**config.mk**
```make
export PLATFORM = sky130hd
export DESIGN_NAME = microTimebase
export DESIGN_NICKNAME = d
export VERILOG_FILES = /design/src/rtl/mtbPkg.sv /design/src/rtl/mtbCtrl.sv /design/src/rtl/mtbFracTick.sv /design/src/rtl/mtbCounter.sv /design/src/rtl/microTimebase.sv
export SDC_FILE = /design/constraint.sdc
export NUM_CORES = 1
export LEC_CHECK = 0
export ABC_AREA = 1
export BUFFER_PORTS_ARGS = -buffer_cell sky130_fd_sc_hd__buf_2
export CAP_MARGIN = 40
export CORE_ASPECT_RATIO = 0.5
export CORE_MARGIN = 2
export CORE_UTILIZATION = 44
export CTS_CLUSTER_SIZE = 30
export DETAILED_ROUTE_END_ITERATION = 8
export GPL_TIMING_DRIVEN = 0
export SETUP_SLACK_MARGIN = 0.1
export SKIP_LAST_GASP = 1
export SYNTH_ARGS = -nofsm -noshare
export SYNTH_HDL_FRONTEND = slang
export SYNTH_SLANG_ARGS = --single-unit
```
**constraint.sdc**
```tcl
create_clock -name clk -period 4.3 [get_ports clk]
set_input_delay 0.645 -clock clk [delete_from_list [all_inputs] [get_ports clk]]
set_output_delay 0.645 -clock clk [all_outputs]
set_load 0.02 [all_outputs]
```
**src/rtl/mtbPkg.sv**
```systemverilog
package mtbPkg;
  // strobes from the register control to the datapath
  typedef struct packed {
    logic cfgWr;  // ratio write this cycle: clear the accumulator, no tick
    logic cntWr;  // count preset this cycle
    logic run;    // counting enabled (hold bit clear)
  } strobeT;
endpackage

```
**src/rtl/mtbCtrl.sv**
```systemverilog
module mtbCtrl
  import mtbPkg::*;
#(
  parameter int unsigned ADDR_W  = 8,
  parameter int unsigned HALF_W  = 8,
  parameter int unsigned CNT_OFF = 'h10,
  parameter int unsigned CFG_OFF = 'h14,
  parameter int unsigned FRZ_OFF = 'h4c,
  parameter int unsigned CFG_RST = 'h000b,
  localparam int unsigned CFG_W  = 2 * HALF_W
) (
  input  logic              clk,
  input  logic              rstN,
  input  logic              wrEn,
  input  logic [ADDR_W-1:0] addr,
  input  logic [CFG_W-1:0]  wrData,
  output logic [CFG_W-1:0]  cfgQ,
  output logic              freezeQ,
  output strobeT            strobe
);
  logic hitCfg, hitCnt, hitFrz;

  assign hitCfg = wrEn && (addr == ADDR_W'(CFG_OFF));
  assign hitCnt = wrEn && (addr == ADDR_W'(CNT_OFF));
  assign hitFrz = wrEn && (addr == ADDR_W'(FRZ_OFF));

  always_ff @(posedge clk or negedge rstN) begin
    if (!rstN) begin
      cfgQ    <= CFG_W'(CFG_RST);
      freezeQ <= 1'b0;
    end else begin
      if (hitCfg) cfgQ <= wrData;
      if (hitFrz) freezeQ <= wrData[0];
    end
  end

  always_comb begin
    strobe.cfgWr = hitCfg;
    strobe.cntWr = hitCnt;
    strobe.run   = !freezeQ;
  end
endmodule

```
**src/rtl/mtbFracTick.sv**
```systemverilog
module mtbFracTick #(
  parameter int unsigned HALF_W = 8,
  localparam int unsigned ACC_W = HALF_W + 1,
  localparam int unsigned SUM_W = HALF_W + 2
) (
  input  logic              clk,
  input  logic              rstN,
  input  logic [HALF_W-1:0] numM1,
  input  logic [HALF_W-1:0] denM1,
  input  logic              clr,
  input  logic              run,
  output logic              tick
);
  logic [ACC_W-1:0] num, den, accQ;
  logic [SUM_W-1:0] sum;
  logic             saturate, reach;

  assign num      = ACC_W'(numM1) + 1'b1;
  assign den      = ACC_W'(denM1) + 1'b1;
  assign sum      = SUM_W'(accQ) + SUM_W'(num);
  assign saturate = (num >= den);
  assign reach    = (sum >= SUM_W'(den));
  assign tick     = run && !clr && (saturate || reach);

  always_ff @(posedge clk or negedge rstN) begin
    if (!rstN) begin
      accQ <= '0;
    end else if (clr) begin
      accQ <= '0;
    end else if (run) begin
      if (saturate)   accQ <= '0;
      else if (reach) accQ <= ACC_W'(sum - SUM_W'(den));
      else            accQ <= ACC_W'(sum);
    end
  end
endmodule

```
**src/rtl/mtbCounter.sv**
```systemverilog
module mtbCounter #(
  parameter int unsigned CNT_W = 32
) (
  input  logic             clk,
  input  logic             rstN,
  input  logic             tick,
  input  logic             load,
  input  logic [CNT_W-1:0] loadVal,
  output logic [CNT_W-1:0] countQ
);
  always_ff @(posedge clk or negedge rstN) begin
    if (!rstN)     countQ <= '0;
    else if (load) countQ <= loadVal;
    else if (tick) countQ <= countQ + 1'b1;
  end
endmodule

```
**src/rtl/microTimebase.sv**
```systemverilog
module microTimebase
  import mtbPkg::*;
#(
  parameter int unsigned ADDR_W  = 8,
  parameter int unsigned DATA_W  = 32,
  parameter int unsigned HALF_W  = 8,
  parameter int unsigned CNT_OFF = 'h10,
  parameter int unsigned CFG_OFF = 'h14,
  parameter int unsigned FRZ_OFF = 'h4c,
  parameter int unsigned CFG_RST = 'h000b
) (
  input  logic              clk,
  input  logic              rstN,
  input  logic              wrEn,
  input  logic [ADDR_W-1:0] addr,
  input  logic [DATA_W-1:0] wrData,
  output logic [DATA_W-1:0] rdData
);
  localparam int unsigned CFG_W = 2 * HALF_W;

  strobeT              strobe;
  logic [CFG_W-1:0]    cfgQ;
  logic                freezeQ;
  logic                tick;
  logic [DATA_W-1:0]   countQ;

  mtbCtrl #(
    .ADDR_W(ADDR_W), .HALF_W(HALF_W), .CNT_OFF(CNT_OFF),
    .CFG_OFF(CFG_OFF), .FRZ_OFF(FRZ_OFF), .CFG_RST(CFG_RST)
  ) uCtrl (
    .clk(clk), .rstN(rstN), .wrEn(wrEn), .addr(addr),
    .wrData(wrData[CFG_W-1:0]), .cfgQ(cfgQ), .freezeQ(freezeQ),
    .strobe(strobe)
  );

  mtbFracTick #(.HALF_W(HALF_W)) uFrac (
    .clk(clk), .rstN(rstN),
    .numM1(cfgQ[CFG_W-1:HALF_W]), .denM1(cfgQ[HALF_W-1:0]),
    .clr(strobe.cfgWr), .run(strobe.run), .tick(tick)
  );

  mtbCounter #(.CNT_W(DATA_W)) uCnt (
    .clk(clk), .rstN(rstN), .tick(tick), .load(strobe.cntWr),
    .loadVal(wrData), .countQ(countQ)
  );

  always_comb begin
    if (addr == ADDR_W'(CNT_OFF))      rdData = countQ;
    else if (addr == ADDR_W'(CFG_OFF)) rdData = DATA_W'(cfgQ);
    else if (addr == ADDR_W'(FRZ_OFF)) rdData = DATA_W'(freezeQ);
    else                               rdData = '0;
  end
endmodule

```
==> metrics.md, run 1 <==
| Metric | Value |
|---|---|
| Headroom to the max-slew limit | `0.547` |
| TritonCTS buffer count | `9` |
| Maximum clock skew at final layout | `0.00808 ns` |
| Net switching power | `1.06 mW` |
| Top flip-flop cell by instance count after synthesis | `sky130_fd_sc_hd__dfrtp_1` |
| Part of the power in the clock network | `0.279` |
| Nets | `1,012` |
| Clock-pin transition on the worst setup and hold timing paths | `0.05 ns` |
| First drt pass iteration count | `5` |
| Combinational family with the most area after synthesis | `simple AND/OR/NAND/NOR gates` |
| Post-CTS setup buffer count | `0` |
| Final setup violating endpoints | `0` |
| Util after Layout | `0.527` |
| Post-synthesis share of cell area spent on and, or, nand and nor gates | `0.406` |
| Top-count cell post-synth | `sky130_fd_sc_hd__nand2_1` |
| Post-CTS sizing | `0` |
| Synth warnings | `0` |
| Placement Rows | `28` |
| Biggest area contributors in the synthesized netlist | `sky130_fd_sc_hd__dfrtp_1, sky130_fd_sc_hd__nand2_1, sky130_fd_sc_hd__inv_1` |
| Arrival time worst endpoint | `4.08 ns` |
| Chip width | `160 µm` |
| Post-route DRC | `0` |
| CTS max path bufs | `2` |
| Syn nets | `926` |
| Maximum number of pins on one net before global-route repair | `35` |
| Static power due to leakage | `3.36 nW` |
| Final TNS setup | `0 ns` |
| Combinational Power Share | `0.415` |
| Clock Latency Late Sink | `0.34 ns` |
| Critical Path Slowest Stage Cell | `sky130_fd_sc_hd__dfrtp_1` |
| Total count of max-transition violations in the final report | `0` |
| Critical Path Fanout Max | `10` |
| Crit-path cells | `inv_1 -> nor3_1 -> nand3_1 -> xor2_1 -> inv_1 -> ha_1 -> a21o_1 -> a21oi_1 -> nand2_1 -> nand2_1 -> inv_1 -> ha_1 -> nand2_1 -> inv_1 -> a21oi_1 -> nand3_1 -> nand2_1 -> nand3_2 -> nand2_4 -> nand2_4 -> buf_4 -> nand2_1 -> nand2_1` |
| Maximum operating frequency | `0.259 GHz` |
| Wire length of the first global-routing pass | `26,500 µm` |
| Syn Inst Count | `850` |
| Buffers plus inverters on the worst setup path | `5` |
| Core footprint | `11,800 µm²` |
| Worst-Margin Slew | `0.676 ns` |
| Vias per cell | `5.02` |
| Kind of cell adding the most delay to the critical path | `simple AND/OR/NAND/NOR gates` |
| Dominant cell type by area after synthesis | `sky130_fd_sc_hd__dfrtp_1` |
| IR Drop Worst-Case VDD | `182 µV` |
| Number of antenna cells inserted | `0` |
| Sequential power share | `0.306` |
| Switching Fraction | `0.415` |
| RePlAce Congestion | `0.957` |
| Category of the worst setup path launch point | `register` |
| CTS Hold Bufs | `0` |
| Outcome | `complete, no violations` |
| Number of hold-slack violations in the final timing report | `0` |
| Port-buffer cells | `74` |
| Minimum setup slack after placement | `0.505 ns` |
| Critical Setup Path Class | `register to register` |
| Final Routed Wirelength | `16,400 µm` |
| Placed wire-length estimate | `13,000 µm` |
| Number of global-route vias before repair | `5,296` |
| Xor-xnor portion of the synthesized cell area | `0.0475` |
| Post-Synthesis Mean Instance Area | `6.30 µm²` |
| TritonCTS clock tree | `done` |
| Total congestion overflow | `0` |
| DR vias | `5,550` |
| Full die area | `13,100 µm²` |
| Count of flip-flops with a built-in enable after synthesis | `0` |
| Initial Util | `0.452` |
| Synthesized-area fraction occupied by adder cells | `0.0799` |
| Area of the mapped netlist | `5350 µm²` |
| Number of flip-flops and latches in the synthesized netlist | `58` |
| Cell variety after synth | `42` |
| Area growth from synthesis to final layout | `16.5%` |
| Synth Area in Compound Gates | `0.0813` |
| Initial antenna violation count | `0` |
| Worst path setup slack after routing | `0.434 ns` |
| Proportion of layout cells with a drive suffix above 1 | `0.142` |
| Cell mode on critical path | `sky130_fd_sc_hd__nand2_1` |
| Asr flop ratio synth | `1.00` |
| Number of top-level design ports | `75` |
| Count of max-cap constraint violations | `0` |
| Number of design-rule violations left by the first detailed-router iteration | `369` |
| Tightest Hold Check Type | `input pin to async pin` |
| Portion of netlist area occupied by mux cells | `0` |
| Sequential cell area fraction in the yosys report | `0.272` |
| Power per cell area | `409 nW/µm²` |
| Setup repair after global routing missed its margin | `false` |
| Area share of the largest cell type after synthesis | `0.257` |
| R2r setup slk | `0.43 ns` |
| Root buffer selected by CTS | `sky130_fd_sc_hd__clkbuf_16` |
| Critical Path Max Stage Delay | `0.42 ns` |
| Time the final worst path needs with I/O delays and setup | `3.87 ns` |
| Commonest cells in the synthesized netlist | `sky130_fd_sc_hd__nand2_1, sky130_fd_sc_hd__inv_1, sky130_fd_sc_hd__nand3_1, sky130_fd_sc_hd__nor2_1, sky130_fd_sc_hd__dfrtp_1` |
| Number of sinks driven by the clock tree | `58` |
| Global Route Usage Sum | `0.262` |
| H-tree depth | `3` |
| Count of antenna-violating nets left after detailed routing | `0` |
| Average wire per cell in the routed design | `14.9 µm` |
| Internal power | `1.49 mW` |
| Die Y | `82.0 µm` |
| Kind of end point of the critical path | `register` |
| WP data required | `4.52 ns` |
| Final period utilization | `0.899` |
==> worst register-to-register path: stages, from the launching register on <==
cell and delay [ns]:
sky130_fd_sc_hd__dfrtp_1 0.42, sky130_fd_sc_hd__inv_1 0.15, sky130_fd_sc_hd__nor3_1 0.29, sky130_fd_sc_hd__nand3_1 0.18, sky130_fd_sc_hd__xor2_1 0.16, sky130_fd_sc_hd__inv_1 0.09, sky130_fd_sc_hd__ha_1 0.32, sky130_fd_sc_hd__a21o_1 0.21
sky130_fd_sc_hd__a21oi_1 0.15, sky130_fd_sc_hd__nand2_1 0.07, sky130_fd_sc_hd__nand2_1 0.08, sky130_fd_sc_hd__inv_1 0.05, sky130_fd_sc_hd__ha_1 0.35, sky130_fd_sc_hd__nand2_1 0.12, sky130_fd_sc_hd__inv_1 0.05, sky130_fd_sc_hd__a21oi_1 0.18
sky130_fd_sc_hd__nand3_1 0.13, sky130_fd_sc_hd__nand2_1 0.11, sky130_fd_sc_hd__nand3_2 0.10, sky130_fd_sc_hd__nand2_4 0.14, sky130_fd_sc_hd__nand2_4 0.10, sky130_fd_sc_hd__buf_4 0.18, sky130_fd_sc_hd__nand2_1 0.06, sky130_fd_sc_hd__nand2_1 0.06
==> sequential cells by signal, summed over array words and instances (netlist names) <==
name / cells
uCnt.countQ: 32
uCtrl.cfgQ: 16
uFrac.accQ: 9
uCtrl.freezeQ: 1
==> layer usage <==
layer  routed length (µm)  GRT usage  vias to the layer above
met4                  200     0.0712                        0
li1                     -          -                     2852
met1                 8140      0.347                     2564
met2                 7500      0.451                      115
met5                    0          0                        -
met3                  607     0.0439                       19
==> power by group through the flow <==
| stage | registers [mW] | clock network [mW] | logic [mW] |
|---|---|---|---|
| 2_1_floorplan | 0.749 | 0 | 0.805 |
| 3_3_place_gp | 0.784 | 0 | 1.03 |
| 3_5_place_dp | 0.785 | 0 | 1.05 |
| 4_1_cts | 0.777 | 0.727 | 1.06 |
| 5_1_grt | 0.796 | 0.753 | 1.23 |
| 6_report | 0.779 | 0.712 | 1.06 |
==> kinds of logic (layout without fill, tap and decap cells) <==
group	after synthesis	in the layout
AO/OA/AOI/OAI	78	78
XOR/XNOR	29	29
adder cells (fa/ha/maj)	33	33
buffers and inverters	143	234
flip-flops	58	58
AND/OR/NAND/NOR	509	509
==> final cells by class <==
cell class / instances / area [µm²]
fill: 1312 / 5610
tap: 165 / 206
inverter: 121 / 454
sequential: 58 / 1460
multi-input combinational: 649 / 3290
buffer: 22 / 151
clock inverter: 6 / 57.6
clock buffer: 10 / 229
timing repair buffer: 75 / 390
==> final timing paths <==
path,startpoint,endpoint,cells after the start
setup / recovery,uCtrl.cfgQ[8]$_DFFE_PN0P_,uCnt.countQ[30]$_DFFE_PN0P_,23
hold / removal,rstN,uCnt.countQ[27]$_DFFE_PN0P_,1
setup reg to reg,uCtrl.cfgQ[8]$_DFFE_PN0P_,uCnt.countQ[30]$_DFFE_PN0P_,23
hold reg to reg,uFrac.accQ[8]$_DFFE_PN0P_,uFrac.accQ[8]$_DFFE_PN0P_,2
max in group asynchronous,rstN,uCtrl.cfgQ[0]$_DFFE_PN1P_,2
min in group clk,uFrac.accQ[8]$_DFFE_PN0P_,uFrac.accQ[8]$_DFFE_PN0P_,2
==> metrics by stage <==
step	hold slack, ns	instance area [µm²]	instances	total power [mW]
2_1_floorplan	0.349	5350	850	1.55
3_3_place_gp	0.472	5930	1089	1.81
3_5_place_dp	0.480	5950	1090	1.83
4_1_cts	0.345	6240	1106	2.56
5_1_grt	0.362	6240	1106	2.78
6_report	0.323	6240	1106	2.55
==> placed cells by master (no fill, tap or decap), drive strengths merged <==
| master | instances |
|---|---|
| clkinvlp | 1 |
| nor4 | 1 |
| ha | 31 |
| a211o | 1 |
| nand4 | 9 |
| dfrtp | 55 |
| a21o | 3 |
| a31oi | 1 |
| nor3b | 1 |
| bufinv | 1 |
| buf | 90 |
| inv | 120 |
| fa | 2 |
| clkinv | 5 |
| nand3 | 76 |
| nor3 | 21 |
| nand2 | 325 |
| dfstp | 3 |
| or2 | 1 |
| o22ai | 13 |
| a21oi | 12 |
| xor2 | 23 |
| o21bai | 2 |
| o21ai | 45 |
| xnor2 | 6 |
| a31o | 1 |
| nand3b | 2 |
| clkbuf | 17 |
| nor2 | 73 |
Note: power is estimated with default switching activity, not from simulation.
==> run 2: changes to the inputs <==
--- a/config.mk
+++ b/config.mk
@@ -8,7 +8,7 @@
 export ABC_AREA = 1
 export BUFFER_PORTS_ARGS = -buffer_cell sky130_fd_sc_hd__buf_2
 export CAP_MARGIN = 40
-export CORE_ASPECT_RATIO = 0.5
+export CORE_ASPECT_RATIO = 0.8
 export CORE_MARGIN = 2
 export CORE_UTILIZATION = 44
 export CTS_CLUSTER_SIZE = 30
@@ -18,4 +18,5 @@
 export SKIP_LAST_GASP = 1
 export SYNTH_ARGS = -nofsm -noshare
 export SYNTH_HDL_FRONTEND = slang
+export SYNTH_HIERARCHICAL = 1
 export SYNTH_SLANG_ARGS = --single-unit
==> metrics.md, run 2 <==
| Metric | Value |
|---|---|
| Wire length of the first global-routing pass | `27,500 µm (+3.7%)` |
| Count of flip-flops with a built-in enable after synthesis | `0 (unchanged)` |
| Total congestion overflow | `0 (unchanged)` |
| TritonCTS clock tree | `done` |
| Count of antenna-violating nets left after detailed routing | `0 (unchanged)` |
| Headroom to the max-slew limit | `0.458 (-0.0888)` |
| Clock-pin transition on the worst setup and hold timing paths | `0.06 ns (about the same)` |
| Critical Path Fanout Max | `10 (unchanged)` |
| Number of flip-flops and latches in the synthesized netlist | `58 (unchanged)` |
| Cell area reported after detailed placement | `6160 µm² (+3.5%)` |
| Flip-flop and latch area | `1460 µm² (+0.26%)` |
| Maximum operating frequency | `0.260 GHz (+0.41%)` |
| Area of the mapped netlist | `5570 µm² (+4.1%)` |
| Placement Rows | `36 (+29%)` |
| Static power due to leakage | `3.52 nW (+5.0%)` |
| Area share of the largest cell type after synthesis | `0.247 (-0.0101)` |
| Clock Latency Late Sink | `0.34 ns (about the same)` |
| Destination of the worst register-to-register timing path | `uCnt/countQ[8]$_DFFE_PN0P_` |
| Maximum number of pins on one net before global-route repair | `59 (+69%)` |
| Flip-flop count of the largest register after layout | `32 (unchanged)` |
| Sequential cell area fraction in the yosys report | `0.261 (-0.0107)` |
| DR vias | `5,760 (+3.8%)` |
| Setup repair after global routing missed its margin | `false` |
| Kind of end point of the critical path | `register` |
| Nets | `992 (-2.0%)` |
| Worst path setup slack after routing | `0.450 ns (+0.0156 ns)` |
| First drt pass iteration count | `7 (+2)` |
| Top-count cell post-synth | `sky130_fd_sc_hd__nand2_1` |
| CTS Hold Bufs | `0 (unchanged)` |
| H-tree depth | `3 (unchanged)` |
| Top library cells by usage in the layout, fill and taps aside | `sky130_fd_sc_hd__nand2_1, sky130_fd_sc_hd__inv_1, sky130_fd_sc_hd__nand3_1, sky130_fd_sc_hd__buf_2, sky130_fd_sc_hd__nor2_1` |
| R2r setup slk | `0.45 ns (+0.02 ns)` |
| Cell variety after synth | `38 (-9.5%)` |
| Port-buffer cells | `74 (unchanged)` |
| Proportion of layout cells with a drive suffix above 1 | `0.207 (+0.0650)` |
| Number of hold-slack violations in the final timing report | `0 (unchanged)` |
| Biggest area contributors in the synthesized netlist | `sky130_fd_sc_hd__dfrtp_1, sky130_fd_sc_hd__nand2_1, sky130_fd_sc_hd__nand3_1` |
| Maximum clock skew at final layout | `0.00729 ns (-0.000791 ns)` |
| Post-Synthesis Mean Instance Area | `6.74 µm² (+7.0%)` |
| Critical register-to-register path startpoint | `uCtrl/cfgQ[8]$_DFFE_PN0P_` |
| Time the final worst path needs with I/O delays and setup | `3.85 ns (-0.0156 ns)` |
| Full die area | `13,600 µm² (+3.6%)` |
| Fin cells | `1,092 (-1.3%)` |
| Total power | `2.81 mW (+10%)` |
| Syn nets | `903 (-2.5%)` |
| Critical Setup Path Class | `register to register` |
| Minimum setup slack after placement | `-0.155 ns (-0.660 ns)` |
| Area growth from synthesis to final layout | `17.7%` |
| Commonest cells in the synthesized netlist | `sky130_fd_sc_hd__nand2_1, sky130_fd_sc_hd__inv_1, sky130_fd_sc_hd__nand3_1, sky130_fd_sc_hd__nor2_1, sky130_fd_sc_hd__dfrtp_1` |
| Total area of multi-input combinational cells | `3610 µm² (+9.8%)` |
| Tightest Hold Check Type | `input pin to async pin` |
| Core footprint | `12,300 µm² (+3.5%)` |
| WP data required | `4.55 ns (+0.03 ns)` |
| Category of the worst setup path launch point | `register` |
| FF-to-FF path depth | `25 (+8.7%)` |
| Final setup violating endpoints | `0 (unchanged)` |
| Largest register by flop count | `uCnt/countQ` |
| Post-route DRC | `0 (unchanged)` |
| IR Drop Worst-Case VDD | `204 µV (+12%)` |
| Root buffer selected by CTS | `sky130_fd_sc_hd__clkbuf_16` |
| Die Y | `105 µm (+28%)` |
| Outcome | `complete, no violations` |
| CTS max path bufs | `2 (unchanged)` |
| Total count of max-transition violations in the final report | `0 (unchanged)` |
| Number of design-rule violations left by the first detailed-router iteration | `752 (+100%)` |
| Total non-filler cell area in the finished layout | `6560 µm² (+5.2%)` |
| Placed wire-length estimate | `13,500 µm (+3.8%)` |
| Final TNS setup | `0 ns (unchanged)` |
| Initial antenna violation count | `0 (unchanged)` |
| Synth warnings | `6 (+6)` |
| Final Routed Wirelength | `16,900 µm (+2.8%)` |
| Vias per cell | `5.27 (+5.1%)` |
| Largest registers | `uCnt/countQ: 32 flops, uCtrl/cfgQ: 16 flops, uFrac/accQ: 9 flops` |
| Number of antenna cells inserted | `0 (unchanged)` |
| Top flip-flop cell by instance count after synthesis | `sky130_fd_sc_hd__dfrtp_1` |
| Final period utilization | `0.895 (-0.00364)` |
| RePlAce Congestion | `0.963 (+0.68%)` |
| Post-Place Cells | `1,072 (-1.7%)` |
| Most common cell after layout, fill and taps aside | `sky130_fd_sc_hd__nand2_1` |
| Asr flop ratio synth | `1.00 (unchanged)` |
| Initial Util | `0.455 (+0.00273)` |
| Chip width | `130 µm (-19%)` |
| Global Route Usage Sum | `0.262 (about the same)` |
| Number of global-route vias before repair | `5,225 (-1.3%)` |
| Count of max-cap constraint violations | `0 (unchanged)` |
| Syn Inst Count | `827 (-2.7%)` |
| Number of filler cells placed in the layout | `1,224 (-6.7%)` |
| Average wire per cell in the routed design | `15.5 µm (+4.2%)` |
| Number of top-level design ports | `75 (unchanged)` |
| Power per cell area | `429 nW/µm² (+5.0%)` |
| Worst-Margin Slew | `0.812 ns (+0.137 ns)` |
| Arrival time worst endpoint | `4.10 ns (+0.02 ns)` |
| TritonCTS buffer count | `9 (unchanged)` |
| Dominant cell type by area after synthesis | `sky130_fd_sc_hd__dfrtp_1` |
| Number of sinks driven by the clock tree | `58 (unchanged)` |
run 2: changes by cell type after synthesis, moves of 19 or more:
cell                      before  now
sky130_fd_sc_hd__nand3_1      73   92
sky130_fd_sc_hd__nor2_4        1   20
sky130_fd_sc_hd__nand2_1     320  272
sky130_fd_sc_hd__a22oi_1       0   25
sky130_fd_sc_hd__o21ai_0      31    8
sky130_fd_sc_hd__nand4_1       8   36
run 2: power by group:
group	internal, mW	switching [mW]
clock	0.444	0.263
combinational	0.463	0.802
sequential	0.667	0.175
total	1.57	1.24
run 2: layout make-up:
| cell class | count | share of cell area |
|---|---|---|
| inverter | 108 | 0.0622 |
| sequential | 58 | 0.222 |
| clock inverter | 6 | 0.00878 |
| tap | 171 | 0.0326 |
| multi-input combinational | 639 | 0.551 |
| buffer | 22 | 0.0263 |
| timing repair buffer | 78 | 0.0614 |
| clock buffer | 10 | 0.0349 |
run 2: critical path, cell delays in order, from the launching register on:
cell	delay [ns]
sky130_fd_sc_hd__dfrtp_2	0.43
sky130_fd_sc_hd__ha_2	0.24
sky130_fd_sc_hd__nand4_1	0.13
sky130_fd_sc_hd__xor2_1	0.16
sky130_fd_sc_hd__inv_1	0.13
sky130_fd_sc_hd__ha_4	0.32
sky130_fd_sc_hd__nand2_1	0.06
sky130_fd_sc_hd__nor2_1	0.10
sky130_fd_sc_hd__nand2_1	0.09
sky130_fd_sc_hd__nand2_2	0.09
sky130_fd_sc_hd__nand2_1	0.05
sky130_fd_sc_hd__nand2_1	0.10
sky130_fd_sc_hd__inv_1	0.06
sky130_fd_sc_hd__ha_1	0.36
sky130_fd_sc_hd__nand2_2	0.11
sky130_fd_sc_hd__inv_1	0.07
sky130_fd_sc_hd__a21oi_4	0.17
sky130_fd_sc_hd__nand3_2	0.11
sky130_fd_sc_hd__nand2_4	0.13
sky130_fd_sc_hd__nand3_4	0.10
sky130_fd_sc_hd__nor2_4	0.11
sky130_fd_sc_hd__nor2_4	0.08
sky130_fd_sc_hd__nor2_4	0.14
sky130_fd_sc_hd__buf_4	0.21
sky130_fd_sc_hd__a22oi_1	0.08
sky130_fd_sc_hd__o21ai_0	0.12
run 2: what timing repair did:
action,in CTS,in global routing
gates cloned,0,0
buffers inserted,0,4
pin swaps,0,1
setup endpoints to repair,27,32
gates resized for setup,10,17
run 2: cells by family (layout without fill, tap and decap cells):
family / Yosys count / after routing / synth area share
AOI/OAI and AO/OA: 54 / 54 / 0.0665
xor gates and xnor gates: 27 / 27 / 0.0424
adders and majority gates: 33 / 33 / 0.0768
buffers and inverters: 130 / 224 / 0.0999
DFF: 58 / 58 / 0.261
and+or+nand+nor: 525 / 525 / 0.453
run 2: worst max-delay path by stage:
stage                              startpoint                     endpoint  slack, ns  depth (start not counted)
floorplan           uCtrl/cfgQ[8]$_DFFE_PN0P_  uCnt/countQ[10]$_DFFE_PN0P_       0.73                         25
global placement    uCtrl/cfgQ[8]$_DFFE_PN0P_  uCnt/countQ[27]$_DFFE_PN0P_      -0.09                         21
detailed placement  uCtrl/cfgQ[8]$_DFFE_PN0P_  uCnt/countQ[12]$_DFFE_PN0P_      -0.16                         25
CTS                 uCtrl/cfgQ[8]$_DFFE_PN0P_  uCnt/countQ[12]$_DFFE_PN0P_       0.13                         25
global route        uCtrl/cfgQ[8]$_DFFE_PN0P_  uCnt/countQ[21]$_DFFE_PN0P_       0.14                         26
finish              uCtrl/cfgQ[8]$_DFFE_PN0P_   uCnt/countQ[8]$_DFFE_PN0P_       0.45                         25
run 2: metal layers:
metal  vias up  track usage  wire [µm]
met5         -            0          0
met1      2665        0.431       8910
met2       230        0.330       6280
met4         0       0.0607        184
li1       2849            -          -
met3        16       0.0666       1530
run 2: per-stage QoR:
| step | util | hold slack (ns) |
|---|---|---|
| CTS | 0.529 | 0.432 |
| global placement | 0.502 | 0.469 |
| detailed placement | 0.503 | 0.477 |
| global route | 0.535 | 0.473 |
| floorplan | - | 0.349 |
| finish | 0.535 | 0.405 |
